===== src/rtl/cmp_timer_pkg.sv =====
package cmp_timer_pkg;
  localparam int CNT_W  = 64;
  localparam int DATA_W = 32;
  localparam int ADDR_W = 8;

  localparam logic [ADDR_W-1:0] OFS_CNT_LO = 8'h00;
  localparam logic [ADDR_W-1:0] OFS_CNT_HI = 8'h04;
  localparam logic [ADDR_W-1:0] OFS_CMP_LO = 8'h20;
  localparam logic [ADDR_W-1:0] OFS_CMP_HI = 8'h24;
  localparam logic [ADDR_W-1:0] OFS_CTL    = 8'h2C;
  localparam logic [ADDR_W-1:0] OFS_RELOAD = 8'h48;
  localparam logic [ADDR_W-1:0] OFS_AUTO   = 8'h4C;
  localparam logic [ADDR_W-1:0] OFS_CFG    = 8'h50;

  // write strobes from control to datapath
  typedef struct packed {
    logic              wrCmpLo;
    logic              wrCmpHi;
    logic              wrCtl;
    logic              wrReload;
    logic              wrAuto;
    logic [DATA_W-1:0] wdata;
  } frame_strobe_t;

  // datapath state seen by control and checker
  typedef struct packed {
    logic [CNT_W-1:0]  cmpVal;
    logic [DATA_W-1:0] reload;
    logic              ctlEn;
    logic              ctlMask;
    logic              status;
    logic              autoEn;
    logic              evtFlag;
  } frame_state_t;
endpackage


===== src/rtl/cmp_timer_ctrl.sv =====
module cmp_timer_ctrl
  import cmp_timer_pkg::*;
#(
  parameter bit AUTO_IMPL = 1'b1
) (
  input  logic              clk,
  input  logic              rstN,
  input  logic              busRd,
  input  logic              busWr,
  input  logic [ADDR_W-1:0] busAddr,
  input  logic [DATA_W-1:0] busWdata,
  input  logic [CNT_W-1:0]  countIn,
  input  frame_state_t      st,
  output frame_strobe_t     stb,
  output logic [DATA_W-1:0] busRdata
);
  localparam int HALF = DATA_W;
  localparam logic [3:0] CFG_CODE = AUTO_IMPL ? 4'd1 : 4'd0;

  logic [DATA_W-1:0] rdMux;

  always_comb begin
    stb          = '0;
    stb.wdata    = busWdata;
    stb.wrCmpLo  = busWr && (busAddr == OFS_CMP_LO);
    stb.wrCmpHi  = busWr && (busAddr == OFS_CMP_HI);
    stb.wrCtl    = busWr && (busAddr == OFS_CTL);
    stb.wrReload = busWr && (busAddr == OFS_RELOAD);
    stb.wrAuto   = busWr && (busAddr == OFS_AUTO);
  end

  always_comb begin
    rdMux = '0;
    case (busAddr)
      OFS_CNT_LO: rdMux = countIn[HALF-1:0];
      OFS_CNT_HI: rdMux = countIn[CNT_W-1:HALF];
      OFS_CMP_LO: rdMux = st.cmpVal[HALF-1:0];
      OFS_CMP_HI: rdMux = st.cmpVal[CNT_W-1:HALF];
      OFS_CTL:    rdMux = {{(DATA_W-3){1'b0}}, st.status, st.ctlMask, st.ctlEn};
      OFS_RELOAD: rdMux = st.reload;
      OFS_AUTO:   rdMux = {{(DATA_W-2){1'b0}}, st.evtFlag, st.autoEn};
      OFS_CFG:    rdMux = {{(DATA_W-4){1'b0}}, CFG_CODE};
      default:    rdMux = '0;
    endcase
  end

  always_ff @(posedge clk or negedge rstN) begin
    if (!rstN)      busRdata <= '0;
    else if (busRd) busRdata <= rdMux;
  end
endmodule


===== src/rtl/cmp_timer_dp.sv =====
module cmp_timer_dp
  import cmp_timer_pkg::*;
#(
  parameter bit AUTO_IMPL = 1'b1
) (
  input  logic             clk,
  input  logic             rstN,
  input  frame_strobe_t    stb,
  input  logic [CNT_W-1:0] countIn,
  output frame_state_t     st,
  output logic             irqOut
);
  localparam int HALF = DATA_W;
  localparam int PAD  = CNT_W - DATA_W;

  logic [CNT_W-1:0]  cmpVal, cmpNext;
  logic [DATA_W-1:0] reload;
  logic              ctlEn, ctlMask;
  logic              autoEn, evtFlag;
  logic              reached, fire;

  assign reached = countIn >= cmpVal;

  always_ff @(posedge clk or negedge rstN) begin
    if (!rstN) begin
      ctlEn   <= 1'b0;
      ctlMask <= 1'b0;
    end else if (stb.wrCtl) begin
      ctlEn   <= stb.wdata[0];
      ctlMask <= stb.wdata[1];
    end
  end

  generate
    if (AUTO_IMPL) begin : g_auto
      assign fire = ctlEn && autoEn && reached;

      always_ff @(posedge clk or negedge rstN) begin
        if (!rstN) begin
          reload  <= '0;
          autoEn  <= 1'b0;
          evtFlag <= 1'b0;
        end else begin
          if (stb.wrReload) reload <= stb.wdata;
          if (stb.wrAuto) begin
            autoEn  <= stb.wdata[0];
            evtFlag <= evtFlag && stb.wdata[1];
          end
          if (fire) evtFlag <= 1'b1;
        end
      end
    end else begin : g_noauto
      assign fire    = 1'b0;
      assign reload  = '0;
      assign autoEn  = 1'b0;
      assign evtFlag = 1'b0;
    end
  endgenerate

  always_comb begin
    cmpNext = cmpVal;
    if (stb.wrCmpLo || stb.wrCmpHi) begin
      if (stb.wrCmpLo) cmpNext[HALF-1:0]     = stb.wdata;
      if (stb.wrCmpHi) cmpNext[CNT_W-1:HALF] = stb.wdata;
    end else if (fire) begin
      cmpNext = cmpVal + {{PAD{1'b0}}, reload};
    end
  end

  always_ff @(posedge clk or negedge rstN) begin
    if (!rstN) cmpVal <= '0;
    else       cmpVal <= cmpNext;
  end

  always_comb begin
    st         = '0;
    st.cmpVal  = cmpVal;
    st.reload  = reload;
    st.ctlEn   = ctlEn;
    st.ctlMask = ctlMask;
    st.status  = ctlEn && reached;
    st.autoEn  = autoEn;
    st.evtFlag = evtFlag;
  end

  assign irqOut = ctlEn && !ctlMask && (autoEn ? evtFlag : reached);
endmodule


===== src/rtl/cmp_timer_frame.sv =====
module cmp_timer_frame
  import cmp_timer_pkg::*;
#(
  parameter bit AUTO_IMPL = 1'b1
) (
  input  logic              clk,
  input  logic              rstN,
  input  logic              busRd,
  input  logic              busWr,
  input  logic [ADDR_W-1:0] busAddr,
  input  logic [DATA_W-1:0] busWdata,
  output logic [DATA_W-1:0] busRdata,
  input  logic [CNT_W-1:0]  countIn,
  output logic              irqOut
);
  frame_strobe_t stb;
  frame_state_t  st;

  cmp_timer_ctrl #(.AUTO_IMPL(AUTO_IMPL)) ctrlI (
    .clk(clk), .rstN(rstN), .busRd(busRd), .busWr(busWr),
    .busAddr(busAddr), .busWdata(busWdata), .countIn(countIn),
    .st(st), .stb(stb), .busRdata(busRdata)
  );

  cmp_timer_dp #(.AUTO_IMPL(AUTO_IMPL)) dpI (
    .clk(clk), .rstN(rstN), .stb(stb), .countIn(countIn),
    .st(st), .irqOut(irqOut)
  );
endmodule


===== config.mk =====
export PLATFORM = sky130hd
export DESIGN_NAME = cmp_timer_frame
export DESIGN_NICKNAME = d
export VERILOG_FILES = /design/src/rtl/cmp_timer_pkg.sv /design/src/rtl/cmp_timer_ctrl.sv /design/src/rtl/cmp_timer_dp.sv /design/src/rtl/cmp_timer_frame.sv
export SDC_FILE = /design/constraint.sdc
export NUM_CORES = 1
export LEC_CHECK = 0
export ABC_AREA = 1
export ABC_CLOCK_PERIOD_IN_PS = 3100
export BUFFER_PORTS_ARGS = -buffer_cell sky130_fd_sc_hd__buf_2
export CAP_MARGIN = 15
export CORE_UTILIZATION = 35
export CTS_BUF_LIST = sky130_fd_sc_hd__clkbuf_2
export CTS_CLUSTER_DIAMETER = 40
export DETAILED_ROUTE_END_ITERATION = 10
export SYNTH_ARGS = -nofsm -noshare
export SYNTH_HDL_FRONTEND = slang
export SYNTH_SLANG_ARGS = --single-unit

===== constraint.sdc =====
create_clock -name clk -period 3.1 [get_ports clk]
set_clock_uncertainty 0.2 [all_clocks]
set_input_delay 0.155 -clock clk [delete_from_list [all_inputs] [get_ports clk]]
set_output_delay 0.155 -clock clk [all_outputs]
set_load 0.05 [all_outputs]

* Yosys cells after proc, flatten, opt, wreduce, memory -nomap -nowiden
Index checks and enable logic that the tools add are counted.
** Word-level totals
- Output and inout port bits :: 33
- RAM bits :: 0
- Flip-flop bits (word level) :: 132
- Memories kept :: 0
- Bits of input ports :: 108
- Memory bits (read-only) :: 0
- Latch bits :: 0
** Cells by class
- Multiply operators :: 0
- Add/sub/neg operators :: 1
- Reductions and logical operators :: 18
- Div/mod/pow operators :: 0
- Bitwise operators :: 0
- Shifts and indexed selects :: 0
- Order comparisons :: 1
- Mux-type cells :: 8
- Equal/unequal tests :: 9
** Operators with widths (count)
- $pmux W32 S8 :: 1
- $mux W64 :: 2
- $add A64 B32 Y64 :: 1
- $ge A64 B64 Y1 :: 1
- $mux W32 :: 2
- $eq A8 B6 Y1 const B :: 3
- $eq A8 B7 Y1 const B :: 3
- $logic_and A1 B1 Y1 :: 11
- $eq A8 B3 Y1 const B :: 1
- $logic_not A8 Y1 :: 1
- $ne A2 B1 Y1 const B :: 2
- $reduce_and A2 Y1 :: 2
- $reduce_bool A2 Y1 :: 2
- $mux W1 :: 3
- $logic_not A1 Y1 :: 1
- $logic_or A1 B1 Y1 :: 1

* Logic depth before layout (Yosys ltp)
- Depth after elaboration :: 5
- Depth in mapped cells :: 19

* Hierarchy
A second synthesis with hierarchy kept.
** Second synthesis, totals
- Cells, all modules :: 2172
- Area total of the unflattened synthesis :: 13309.0 um^2
** By module, submodules not included
- cmp_timer_dp :: area an instance 10311.1 um^2, cells each 1689, times used 1
- cmp_timer_ctrl :: area an instance 2997.9 um^2, cells each 483, times used 1

* Least setup slack after synthesis
No wires, ideal clock.
- Path type :: register -> register
- Start point :: register dpI.cmpVal[0]
- End point :: register dpI.cmpVal[40]
- Slack :: 0.794 ns
- Clock period less this slack :: 2.306 ns
- Data required time :: 2.783 ns
- Arrival :: 1.989 ns
- Stages on the path, launching flop included :: 18
- Buffers on the path :: 0
- Cells stage by stage :: dfrtp_1 ha_1 inv_1 fa_1 nor2_1 nand2_1 nand3_1 nand2_1 nand2_1 nand2_1 nand2_1 nand2_1 nand2_1 nand3_1 nand3_1 nand2_1 nand2_1 nand2_1
** On the way
- Longest elaborated chain between the ends :: 4
- Elaborated cells on any way between the ends :: 7
** RTL lines
- start: declaration :: RTL line cmp_timer_dp.sv:16 : logic [CNT_W-1:0] cmpVal, cmpNext;
- start signal: assignment :: RTL line cmp_timer_dp.sv:72 : else cmpVal <= cmpNext;
- $ge A64 B64 Y1 :: RTL line cmp_timer_dp.sv:22 : assign reached = countIn >= cmpVal;
- $logic_and A1 B1 Y1 :: RTL line cmp_timer_dp.sv:36 : assign fire = ctlEn && autoEn && reached;
- $reduce_bool A2 Y1 (no source line)
- $reduce_and A2 Y1 (no source line)
Several ways; a longest one is shown, not always the timed one. The select of a mux whose other input is x is not followed.
A chain may end at the register's enable or synchronous reset.

* Worst setup path after layout
- Start point :: register dpI.cmpVal[61]
- End point :: output irqOut
** On the way
- Longest elaborated chain between the ends :: 3
** RTL lines
- $ge A64 B64 Y1 :: RTL line cmp_timer_dp.sv:22
- $mux W1 :: RTL line cmp_timer_dp.sv:86 : assign irqOut = ctlEn && !ctlMask && (autoEn ? evtFlag : reached);
- $logic_and A1 B1 Y1 :: RTL line cmp_timer_dp.sv:86
- end: declaration :: RTL line cmp_timer_frame.sv:14 : output logic irqOut
Every way passes these cells.

==> impl_metrics.csv <==
group,metric,value,unit
placement,place_congestion,0.998,
yosys,yosysWarningCount,0,
yosys,synth_sequential_area_ratio,26.5,%
sta,timing.setup.tns,-107,ps
clock_tree,cts.clk_slew.worst_paths,230,ps
clock_tree,cts.htree.levels,4,
finish,synthToLayoutAreaGrowth,30.5,%
finish,layout.cell_area.non_filler,16300,um2
yosys,synth_area_leader_cell,"sky130_fd_sc_hd__dfrtp_1",
global_routing,gr-total-overflow,0,
placement,dp_hpwl,43.7,mm
placement,detailed_place.area,13800,um2
clock_tree,clk_latency,810,ps
yosys,mappedNetlistNets,2249,
finish,layout.cells.most_common,"sky130_fd_sc_hd__nand2_1",
critical_path,r2r.worst_path.cells,15,
sta,rsz0062_at_grt,"yes",
sta,timing_max_transition_violations_final,0,
sta,timing.final.setup_violations,1,
critical_path,cp.required,2740,ps
sta,maxSlewHeadroom,35.8,%
finish,instances_no_fill,2855,
floorplan,die-area,36400,um2
routing,drt-vias-per-instance,5.35,
critical_path,critical_path.startpoint,"dpI.cmpVal[61]$_DFFE_PN0P_",
critical_path,cell_family_with_most_cp_delay,"simple AND/OR/NAND/NOR gates",
global_routing,number_of_global_route_vias_before_repair,14020,
yosys,number_of_synthesized_register_bits,132,
critical_path,r2r_start,"dpI.cmpVal[61]$_DFFE_PN0P_",
routing,sum_of_routed_wire_segments_on_met1,25.5,mm
critical_path,regToRegSetupSlack,120,ps
yosys,yosys.area.top_type_share,26.5,%
global_routing,globalRouteTotalUtil,31.3,%
yosys,edff_count_synth,0,
routing,highest_layer,"met4",
routing,drtPass1Iterations,6,
sta,min_period_over_period,103,%
job,cap_viol_max_count,0,
finish,multi_input_comb_area,7970,um2
critical_path,setup_cp_type,"register to output pin",
global_routing,grt_start_max_net_pins,91,
power,pwr_density_cell,236,nW/um2
yosys,syn_area,12500,um2
sta,achievable-frequency,312,MHz
finish,final.fill_count,3616,
critical_path,cp_slowest_stage_delay,440,ps
power,leakage,8.77,nW
sta,finalWorstPathRequiredPeriod,3210,ps
yosys,ys_dominant_reg_cell,"sky130_fd_sc_hd__dfrtp_1",
routing,met3WireLength,5.84,mm
yosys,syn-instance-count,2044,
yosys,yosys-top-cells-area,"sky130_fd_sc_hd__dfrtp_1 27%, sky130_fd_sc_hd__nand2_1 25%, sky130_fd_sc_hd__ha_1 9.6%",
sta,pin_slew_with_the_least_headroom_to_its_limit,964,ps
critical_path,most_frequent_cp_cell,"sky130_fd_sc_hd__nand2_2",
critical_path,path_buf_inv,3,
routing,post_drt_wl_per_cell,20.4,um
sta,hold_viol_final,0,
status,failing_checks,"negative setup slack",
critical_path,worstPathArrival,2850,ps
clock_tree,cts_tree,"yes",
clock_tree,cts-root-buf,"sky130_fd_sc_hd__clkbuf_2",
floorplan,starting_density_of_the_core,35.8,%
placement,dp.cells,2624,
routing,dr_wl_met2,25.1,mm
worst_hold_path,hold-path-cell-count,6,
yosys,number_of_distinct_library_cell_variants_in_the_gate_level_netlist_after_synthesis,43,
floorplan,die_height,191,um
routing,drt_drc_violations_left,0,
clock_tree,cts_made_buffers,17,
sta,final.hold.worst_slack,36.9,ps
critical_path,setup.worst_path.end,"irqOut",
critical_path,startpoint_type,"register",
finish,final_layout_size_suffix_gt1_share,15.4,%
critical_path,worst-path-stages,12,
floorplan,die_width,191,um
floorplan,fp.coreArea,34800,um2
critical_path,critical_path.cell_chain,"inv_2, ha_4, nand4_1, nor3_2, and2_4, nand2_2, nor2_2, nand2_2, nand2_4, o21ai_2, inv_1, buf_6",
floorplan,floorplan.io_pins,141,
finish,layout_common_cells,"830 x sky130_fd_sc_hd__nand2_1, 264 x sky130_fd_sc_hd__inv_1, 165 x sky130_fd_sc_hd__nand3_1",
yosys,ys_async_sr_fraction,100,%
global_routing,number_of_antenna_violations_at_the_first_check_in_global_routing,1,
status,result_of_the_run,"finished, violations left",
floorplan,core.rowCount,68,
finish,seqCellArea,3330,um2
routing,num_vias,15272,
global_routing,grt_first_pass_wirelength,84.2,mm
critical_path,cp-end-kind,"output pin",
clock_tree,clock_sink_count,132,
yosys,postSynthAreaPerCell,6.10,um2
routing,drtIter0Drc,1490,
routing,final_antenna_net_count,0,
routing,drt_wirelength,58.3,mm
critical_path,critical-path-slowest-cell,"sky130_fd_sc_hd__dfrtp_1",
sta,layout_setup_ws,-107,ps
critical_path,r2r_end,"ctrlI.busRdata[2]$_DFFE_PN0P_",
clock_tree,cts_buffer_depth,2,
placement,placement.io_buffers,140,
power,worst_ir_drop_on_vdd,0.193,mV
worst_hold_path,timing.hold.worst.class,"input port to register",
finish,design.final.nets,2591,
critical_path,cp_max_fo,5,
worst register-to-register path, cell delays in order (launching register included):
cell and delay (ps):
sky130_fd_sc_hd__dfrtp_1 440, sky130_fd_sc_hd__inv_2 110, sky130_fd_sc_hd__ha_4 290, sky130_fd_sc_hd__nand4_1 150
sky130_fd_sc_hd__nor3_2 250, sky130_fd_sc_hd__and2_4 230, sky130_fd_sc_hd__nand2_2 60, sky130_fd_sc_hd__nor2_2 110
sky130_fd_sc_hd__nand2_2 70, sky130_fd_sc_hd__nand2_4 90, sky130_fd_sc_hd__buf_4 150, sky130_fd_sc_hd__nand3_1 70
sky130_fd_sc_hd__nand2_1 70, sky130_fd_sc_hd__nand2_1 50, sky130_fd_sc_hd__dlygate4sd3_1 560, sky130_fd_sc_hd__nand2_1 60
worst min path at each step:
stage	from	to	slack [ps]
2_1_floorplan	rstN	ctrlI.busRdata[0]$_DFFE_PN0P_	-340
5_1_grt	busWdata[18]	dpI.cmpVal[18]$_DFFE_PN0P_	20
6_report	busAddr[2]	ctrlI.busRdata[29]$_DFFE_PN0P_	40
3_5_place_dp	rstN	dpI.reload[2]$_DFFE_PN0P_	150
4_1_cts	busWdata[18]	dpI.cmpVal[18]$_DFFE_PN0P_	0.2
3_3_place_gp	rstN	dpI.reload[19]$_DFFE_PN0P_	120
state kept, by name, summed over array words and instances, names as in the netlist:
name            flops
ctrlI.busRdata     32
dpI.autoEn          1
dpI.cmpVal         64
dpI.ctlEn           1
dpI.ctlMask         1
dpI.evtFlag         1
dpI.reload         32
cell type report:
class	instances	area share, %
repair buffers	379	18.8
clock buffers	17	0.523
clock inverters	15	0.954
inverters	291	6.76
multi-input cells	1565	49.0
flip-flops and latches	132	20.5
well taps	455	3.50
diodes	1	0.0154
per-layer routing:
metal	vias to the layer above	track usage, %
li1	7198	-
met1	7171	43.6
met2	803	48.4
met3	100	6.57
met4	0	9.05
met5	-	0
cell families (layout without fill, tap and decap cells):
| family | count (synthesis) | after routing | synth area share [%] |
|---|---|---|---|
| compound gates | 221 | 221 | 10.2 |
| xor+xnor | 12 | 12 | 0.844 |
| fa+ha+maj | 97 | 97 | 9.80 |
| buf+inv | 347 | 702 | 11.2 |
| flops | 132 | 132 | 26.5 |
| mux | 14 | 14 | 1.27 |
| other cells | 0 | 1 | 0 |
| simple gates | 1221 | 1221 | 40.1 |
stage by stage:
| step | util, % | total power (W) | worst slack (ps) |
|---|---|---|---|
| floorplan | - | 0.00218 | 794 |
| global route | 46.7 | 0.00399 | -203 |
| global placement | 39.7 | 0.00248 | 274 |
| CTS | 45.3 | 0.00378 | -180 |
| detailed placement | 39.7 | 0.00249 | 267 |
| finish | 46.7 | 0.00384 | -107 |
cell usage after synthesis, drive strengths merged, types with 5 or more instances:
cell type	n
a211oi	11
a21oi	64
a221oi	6
buf	37
clkbuf	19
dfrtp	132
ha	96
inv	290
mux2	14
nand2	849
nand3	167
nand4	23
nor2	137
nor3	22
o2111ai	7
o211ai	6
o21ai	93
o21bai	5
o22ai	17
or2	8
xnor2	8
what timing repair did:
item,in CTS,in global routing
hold endpoints to repair,264,0
gates cloned,0,2
setup endpoints to repair,1,15
setup buffers,4,29
pin swaps,7,16
hold buffers,164,0
gates resized for setup,21,79
where the power goes:
part           internal [W]  total, W  switching, W
combinational      0.000359  0.000839      0.000481
sequential          0.00176   0.00181     0.0000492
clock              0.000375   0.00118      0.000808
total               0.00250   0.00384       0.00134
(Power assumes the default switching activity.)
